==> src/rtl/mem_port_traffic_gen.sv <==
module mem_port_traffic_gen #(
  parameter int          DATA_W         = 64,
  parameter int          BURST_WORDS    = 16,
  parameter int          ADDR_W         = 30,
  parameter int unsigned START_ADDR     = 32'h0000_014C,
  parameter bit          AUTO_PRECHARGE = 1'b0
) (
  input  logic                  clk,
  input  logic                  rst_n,
  input  logic                  calib_done,
  input  logic                  trig,
  output logic                  cmd_en,
  output logic [2:0]            cmd_instr,
  output logic [5:0]            cmd_bl,
  output logic [ADDR_W-1:0]     cmd_byte_addr,
  input  logic                  cmd_full,
  output logic                  wr_en,
  output logic [DATA_W/8-1:0]   wr_mask,
  output logic [DATA_W-1:0]     wr_data,
  input  logic                  wr_full,
  output logic                  rd_en,
  input  logic [DATA_W-1:0]     rd_data,
  input  logic                  rd_empty,
  output logic                  done,
  output logic                  error
);
  localparam int MASK_W = DATA_W / 8;
  localparam int LSB    = $clog2(MASK_W);
  localparam int CW     = $clog2(BURST_WORDS) + 1;
  localparam logic [ADDR_W-1:0] BASE = ADDR_W'(START_ADDR) & ~ADDR_W'(MASK_W - 1);
  localparam logic [ADDR_W-1:0] STEP = ADDR_W'(BURST_WORDS * MASK_W);

  typedef enum logic [2:0] {IDLE, FILL, WCMD, RCMD, DRAIN} st_t;

  st_t               st;
  logic [CW-1:0]     idx;
  logic [DATA_W-1:0] wpat, rpat;
  logic [ADDR_W-1:0] addr;

  wire last  = idx == CW'(BURST_WORDS - 1);
  wire wr_go = wr_en && !wr_full;

  assign wr_en         = st == FILL;
  assign wr_data       = wpat;
  assign wr_mask       = '0;
  assign cmd_en        = (st == WCMD || st == RCMD) && !cmd_full;
  assign cmd_instr     = {1'b0, AUTO_PRECHARGE, st == RCMD};
  assign cmd_bl        = 6'(BURST_WORDS - 1);
  assign cmd_byte_addr = addr;
  assign rd_en         = st == DRAIN && !rd_empty;

  always_ff @(posedge clk or negedge rst_n) begin
    if (!rst_n) begin
      st    <= IDLE;
      idx   <= '0;
      wpat  <= '0;
      rpat  <= '0;
      addr  <= BASE;
      done  <= 1'b0;
      error <= 1'b0;
    end else begin
      case (st)
        IDLE: if (trig && calib_done) begin
          st   <= FILL;
          idx  <= '0;
          done <= 1'b0;
        end
        FILL: if (wr_go) begin
          wpat <= wpat + 1'b1;
          idx  <= last ? '0 : idx + 1'b1;
          if (last) st <= WCMD;
        end
        WCMD: if (cmd_en) st <= RCMD;
        RCMD: if (cmd_en) st <= DRAIN;
        DRAIN: if (rd_en) begin
          rpat <= rpat + 1'b1;
          if (rd_data != rpat) error <= 1'b1;
          idx <= last ? '0 : idx + 1'b1;
          if (last) begin
            st   <= IDLE;
            done <= 1'b1;
            addr <= addr + STEP;
          end
        end
        default: st <= IDLE;
      endcase
    end
  end


  calib_gate_chk: assert property (@(posedge clk) disable iff (!rst_n)
    (cmd_en || wr_en) |-> calib_done);


  start_clears_done_chk: assert property (@(posedge clk) disable iff (!rst_n)
    $rose(wr_en) |-> !done);


  single_write_cmd_chk: assert property (@(posedge clk) disable iff (!rst_n)
    (cmd_en && !cmd_instr[0]) |=> !(cmd_en && !cmd_instr[0]));


  addr_align_chk: assert property (@(posedge clk) disable iff (!rst_n)
    cmd_en |-> cmd_byte_addr[LSB-1:0] == '0);


  error_sticky_chk: assert property (@(posedge clk) disable iff (!rst_n)
    error |=> error);


  done_after_pop_chk: assert property (@(posedge clk) disable iff (!rst_n)
    $rose(done) |-> $past(rd_en));
endmodule

==> config.mk <==
export PLATFORM = sky130hd
export DESIGN_NAME = mem_port_traffic_gen
export DESIGN_NICKNAME = d
export VERILOG_FILES = /design/src/rtl/mem_port_traffic_gen.sv
export SDC_FILE = /design/constraint.sdc
export NUM_CORES = 1
export LEC_CHECK = 0
export ABC_AREA = 1
export BUFFER_PORTS_ARGS = -buffer_cell sky130_fd_sc_hd__buf_2
export CORE_MARGIN = 2
export CORE_UTILIZATION = 50
export CTS_BUF_LIST = sky130_fd_sc_hd__clkbuf_8 sky130_fd_sc_hd__clkbuf_16
export DETAILED_ROUTE_END_ITERATION = 10
export GPL_ROUTABILITY_DRIVEN = 1
export HOLD_SLACK_MARGIN = 0.15
export PLACE_DENSITY = 0.73
export SLEW_MARGIN = 20
export SYNTH_ARGS = -nofsm -noshare
export SYNTH_HDL_FRONTEND = slang
export SYNTH_SLANG_ARGS = --single-unit
==> constraint.sdc <==
create_clock -name clk -period 2.2 [get_ports clk]
set_input_delay 0.11 -clock clk [delete_from_list [all_inputs] [get_ports clk]]
set_output_delay 0.11 -clock clk [all_outputs]
set_load 0.01 [all_outputs]
==> results.toml, run 1 <==
[worst_hold_path]
hp-class = "input pin to asynchronous set/reset pin"

[synth]
synthAdderAreaFrac_pct = 0.483
synth_top_family_by_area = "simple AND/OR/NAND/NOR gates"
synthSimpleGateAreaFrac_pct = 38.9
yosysWarningCount = 0
synth-seq-cells = 161
ys_async_sr_fraction_pct = 100
ys.flop_type = "dfrtp_1"
synth-xor-area-share_pct = 10.6
syn-cell-area_mm2 = 0.0104
postSynthAreaPerCell_um2 = 7.14
synth_mux_area_share_pct = 0
synth_compound_area_share_pct = 0.640
synth-edff-count = 0
syn_inst = 1452
synth_cell_type_count = 41
synth_seq_area_share_pct = 38.9

[layout]
n_antenna_cell = 0
finalNonFillerCells = 1919
seq_area_mm2 = 0.00403
post-route-cell-area_mm2 = 0.0121
fillers = 1900
drive_above_1_share_pct = 16.8
final_nets = 1711
multi_input_area_mm2 = 0.00533
synthToLayoutAreaGrowth_pct = 17.2

[clocking]
numCtsBuffers = 17
cts_tree = "yes"
cts.path.max_buffers = 2
cts_max_level = 4
cts_root_buf = "clkbuf_16"
clkSlewWorstSetupHoldPaths_ps = 70
cts_sinks = 161
clkLatencyLatePin_ps = 430

[placed_design]
gp_congestion = 0.939
io_buffer_count = 163
placed_area_mm2 = 0.0114
dp.cells = 1879
place_hpwl_um = 21500

[grt]
grt_pass1_wl_um = 45100
grt_max_degree = 53
track_usage_pct = 25.7
grt_overflow = 0
grt_pass1_vias = 9212
antenna_found_initial = 0

[worst_setup_path]
critical_path_class = "register to register"
cpLargestDelayFamily = "buffers and inverters"
crit_path_start_kind = "register"
rrSetupSlack_ps = 170
cp_cell_sequence = "inv_2 > nand3_2 > nor2_4 > nand2_4 > inv_1 > nor2_1 > a31oi_1 > dlygate4sd3_1"
r2r-start = "st[0]"
crit_required_ps = 2570
crit_fanout = 11
r2r-end = "done"
r2r_cells = 8
critPathBufInv = 3
crit_path_max_incr_delay_ps = 560
worstSetupEndpoint = "done"
arrival_ps = 2400
crit_path_start = "st[0]"
end_kind = "register"
slowest_stage = "dlygate4sd3_1"
worst-path-stages = 8

[route]
drt-initial-drc-count = 527
route.detailed.drc = 0
via_per_inst = 5.01
firstDrtPassIters = 5
drt-total-wl_um = 27300
antenna_left = 0
dr_total_vias = 9615
wire_per_inst_um = 14.2

[timing]
worst_slew_pin_slew_ps = 532
fin_setup_tns_ps = 0
setup_viol = 0
hold_violations = 0
fin_crit_ps = 2030
timing.final.crit_share_pct = 92.3
slew_viol_final = 0
finClkSkew_ps = 11.4
max_freq_ghz = 0.492
max_slew_margin_pct = 64.3

[pwr]
p_per_area_mw_per_mm2 = 622
internal_power_uw = 5370
leakage_uw = 0.00650
share_seq_of_total_power_pct = 43.5
ir_drop_mv = 0.558
combinationalPowerShare_pct = 15.2
p_switching_uw = 2180
p_clk_share_pct = 41.3
power_switching_share_pct = 28.9

[run_status]
status = "complete, no violations"

[floorplanning]
io_pins = 187
core_mm2 = 0.0203
die_w_um = 148
die_h_um = 148
initial_core_util_pct = 51.0
placement_rows = 52
die_area_mm2 = 0.0219

[job]
maxCapViolCount = 0
-- power groups by stage --
stage	Combinational [µW]	Clock, µW	Sequential [µW]
detailed placement	1110	0	3340
global route	1310	3300	3310
CTS	1130	3180	3290
finish	1150	3120	3290
floorplan	759	0	3330
global placement	1090	0	3330
-- stage by stage --
| step | worst slack, ps | utilization [%] | hold slack, ps | total power, µW |
|---|---|---|---|---|
| 2_1_floorplan | 485 | - | -186 | 4090 |
| 3_3_place_gp | 284 | 56.3 | 100 | 4420 |
| 3_5_place_dp | 212 | 56.3 | 104 | 4450 |
| 4_1_cts | 49.6 | 59.7 | 218 | 7600 |
| 5_1_grt | -6.12 | 59.8 | 242 | 7930 |
| 6_report | 169 | 59.8 | 200 | 7560 |
-- final cells by class --
cell class | instances | area share (%)
Inverter | 224 | 6.92
Timing Repair Buffer | 178 | 8.13
Clock inverter | 14 | 1.47
Sequential cell | 161 | 33.2
Tap cell | 270 | 2.78
Clock buffer | 18 | 3.62
Multi-Input combinational cell | 1054 | 43.9
-- what timing repair did --
action                                 CTS  global route
setup endpoints to repair                0             2
resized for setup                        0             1
buffers inserted                         0             2
endpoints found under the hold margin  146             0
hold buffers                             6             0
-- worst reg2reg max path: cells and delay by family, from the launching register on --
family	cells	cell delay [ps]
compound gates	1	130
buf+inv	3	850
flops	1	430
simple gates	4	540
-- flip-flops by register name (all words and copies together) (netlist names) --
| name | count |
|---|---|
| st | 3 |
| idx | 5 |
| done | 1 |
| wr_data | 64 |
| error | 1 |
| rpat | 64 |
| cmd_byte_addr | 23 |
-- layer usage --
layer  vias to the layer above  wire (µm)  global-route usage (%)
li1                       4791          -                       -
met1                      4394      11700                    33.9
met2                       376      13100                    43.0
met3                        54       1880                    4.20
met4                         0        670                    9.38
met5                         -          0                       0
-- placed cells by master (no fill, tap or decap), drive strengths merged, types with 4 or more instances in the layout --
master	count
inv	228
or2	9
ha	4
clkbuf	18
dlygate4sd3	6
nor2	207
clkinv	4
nand4	56
xnor2	28
nand3	76
nand2	465
o21ai	7
xor2	97
nor3	63
nand3b	6
buf	172
conb	23
dfrtp	160
-- kinds of logic after synthesis --
family	Yosys count
adders and majority gates	4
buffers and inverters	258
AOI/OAI and AO/OA	12
xor gates and xnor gates	125
and+or+nand+nor	890
DFF	161
other	2
-- how the worst min path moves through the flow --
stage,start,endpoint,slack [ps],cells past startpoint
final,rst_n,error,200,2
after global routing,rst_n,error,240,2
after CTS,rst_n,rpat[12],220,2
after detailed placement,rst_n,rpat[12],100,1
after global placement,rst_n,rpat[8],100,1
after floorplan,rst_n,cmd_byte_addr[10],-190,0
-- cells in the mapped netlist, types with 4 or more instances --
master | instances | area share (%)
nor3_2 | 5 | 0.48
xnor2_1 | 28 | 2.4
nand3_2 | 6 | 0.58
nor3_1 | 55 | 2.7
nand2_2 | 10 | 0.60
nor2_2 | 17 | 1.0
o21ai_0 | 5 | 0.24
nor2_4 | 11 | 1.2
or2_2 | 5 | 0.30
dfrtp_1 | 160 | 39
nand4_1 | 56 | 3.4
xor2_1 | 97 | 8.2
inv_2 | 8 | 0.29
clkbuf_1 | 5 | 0.18
nand2_1 | 452 | 16
ha_1 | 4 | 0.48
nor2_1 | 177 | 6.4
buf_4 | 23 | 1.7
nand3b_1 | 6 | 0.43
inv_1 | 216 | 7.8
nand3_1 | 69 | 3.3
or2_1 | 4 | 0.24
(Power assumes the default switching activity.)
==> run 2, diff against run 1 <==
Settings changed: RECOVER_POWER set to 25.
==> run 2 against run 1 <==
Register-to-register slack is essentially flat. Highest routed layer unchanged. Largest cell class unchanged. Flip-flop and latch count stayed put. Critical path depth unchanged. Setup slack stayed put. Largest power group unchanged. Power about the same.
==> results.toml, run 2 (synthesis results as in run 1) <==
[worst_setup_path]
crit_path_max_incr_delay_ps = 560
crit_path_start_kind = "register"
rrSetupSlack_ps = 170
r2r-start = "st[0]"
r2r_cells = 8
cp_cell_sequence = "inv_2 > nand3_2 > nor2_4 > nand2_4 > inv_1 > nor2_1 > a31oi_1 > dlygate4sd3_1"
crit_fanout = 11
slowest_stage = "dlygate4sd3_1"
crit_required_ps = 2570
r2r-end = "done"
end_kind = "register"
arrival_ps = 2400
critical_path_class = "register to register"

[layout]
n_antenna_cell = 0
multi_input_area_mm2 = 0.00533
final_cell_mix = "nand2_1 (452), inv_1 (216), nor2_1 (176)"
final_util_pct = 59.8
final_common_cell = "nand2_1"
seq_area_mm2 = 0.00403
finalNonFillerCells = 1919
drive_above_1_share_pct = 16.8
post-route-cell-area_mm2 = 0.0121
fillers = 1901
synthToLayoutAreaGrowth_pct = 17.1
final_nets = 1711

[grt]
grt_max_degree = 53
grt_pass1_wl_um = 45100
antenna_found_initial = 0
track_usage_pct = 25.7
grt_overflow = 0
grt_pass1_vias = 9212

[timing]
timing.final.crit_share_pct = 92.3
finClkSkew_ps = 11.4
hold_violations = 0
slew_viol_final = 0
max_freq_ghz = 0.492
worst_slew_pin_slew_ps = 1370
fin_crit_ps = 2030
setup_viol = 0
max_slew_margin_pct = 8.65

[floorplanning]
die_area_mm2 = 0.0219
die_h_um = 148
core_mm2 = 0.0203
die_w_um = 148
placement_rows = 52
initial_core_util_pct = 51.0
io_pins = 187

[clocking]
cts_tree = "yes"
cts.path.max_buffers = 2
clkSlewWorstSetupHoldPaths_ps = 70
clkLatencyLatePin_ps = 430
cts_sinks = 161
numCtsBuffers = 17
cts_max_level = 4
cts_root_buf = "clkbuf_16"

[pwr]
p_per_area_mw_per_mm2 = 623
ir_drop_mv = 0.558
leakage_uw = 0.00650
finalPower_uw = 7560

[placed_design]
place_hpwl_um = 21500
dp.cells = 1879
io_buffer_count = 163
placed_area_mm2 = 0.0114
gp_congestion = 0.939

[route]
via_per_inst = 5.01
antenna_left = 0
dr_total_vias = 9615
drt-initial-drc-count = 527
firstDrtPassIters = 5
route.detailed.drc = 0
drt-total-wl_um = 27300
wire_per_inst_um = 14.2

[worst_hold_path]
whs_path_depth = 11
hold_end = "error"
hp-class = "input pin to register"
hold_start = "rd_data[11]"

[run_status]
status = "complete, no violations"

[job]
maxCapViolCount = 0
==> run 2: cell count changes in the layout (fill, tap and decap cells not counted) <==
cell and change:
clkbuf_2 +1, buf_6 -1
==> run 2: timing repair <==
action / CTS / global route
endpoints found under the hold margin: 146 / 0
endpoints found under the setup margin: 0 / 2
buffers inserted: 0 / 2
resized for setup: 0 / 1
hold buffers: 6 / 0
==> run 2: worst max path at each step <==
stage,end,start,cells past startpoint
floorplan,cmd_byte_addr[29],cmd_byte_addr[8],10
global placement,rpat[53],st[0],11
detailed placement,rpat[58],st[0],10
CTS,done,st[0],8
global route,rpat[58],st[0],11
finish,done,st[0],8
==> run 2: area by class of cell <==
class / count / area share [%]
Multi-Input combinational cell: 1054 / 43.9
Sequential cell: 161 / 33.2
Timing Repair Buffer: 178 / 8.08
Inverter: 224 / 6.93
Clock buffer: 18 / 3.62
Tap cell: 270 / 2.78
Clock inverter: 14 / 1.47
==> run 2: power by group <==
part | internal (µW) | total, µW | leakage [µW] | switching [µW]
sequential | 3110 | 3290 | 0.00207 | 181
clock | 1830 | 3120 | 0.000294 | 1290
combinational | 431 | 1150 | 0.00413 | 715
==> run 2: metal layers <==
layer / share of wire [%] / GRT usage, %
met5: 0 / 0
met4: 2.5 / 9.38
met3: 6.9 / 4.20
met2: 48 / 43.0
met1: 43 / 33.9
==> run 2: worst max-delay path: cells and delay by family, from the launching register on <==
family,cells,cell delay [ps]
buffers and inverters,3,850
AND/OR/NAND/NOR,4,540
AO/OA/AOI/OAI,1,130
flip-flops,1,430
==> run 2: metrics by stage <==
step                      hold slack, ps  setup slack [ps]  TNS, ps
after floorplan                     -186               485        0
after global placement               100               284        0
after detailed placement             104               212        0
after CTS                            218              49.6        0
after global routing                 377             -6.12    -6.12
final                                311               169        0
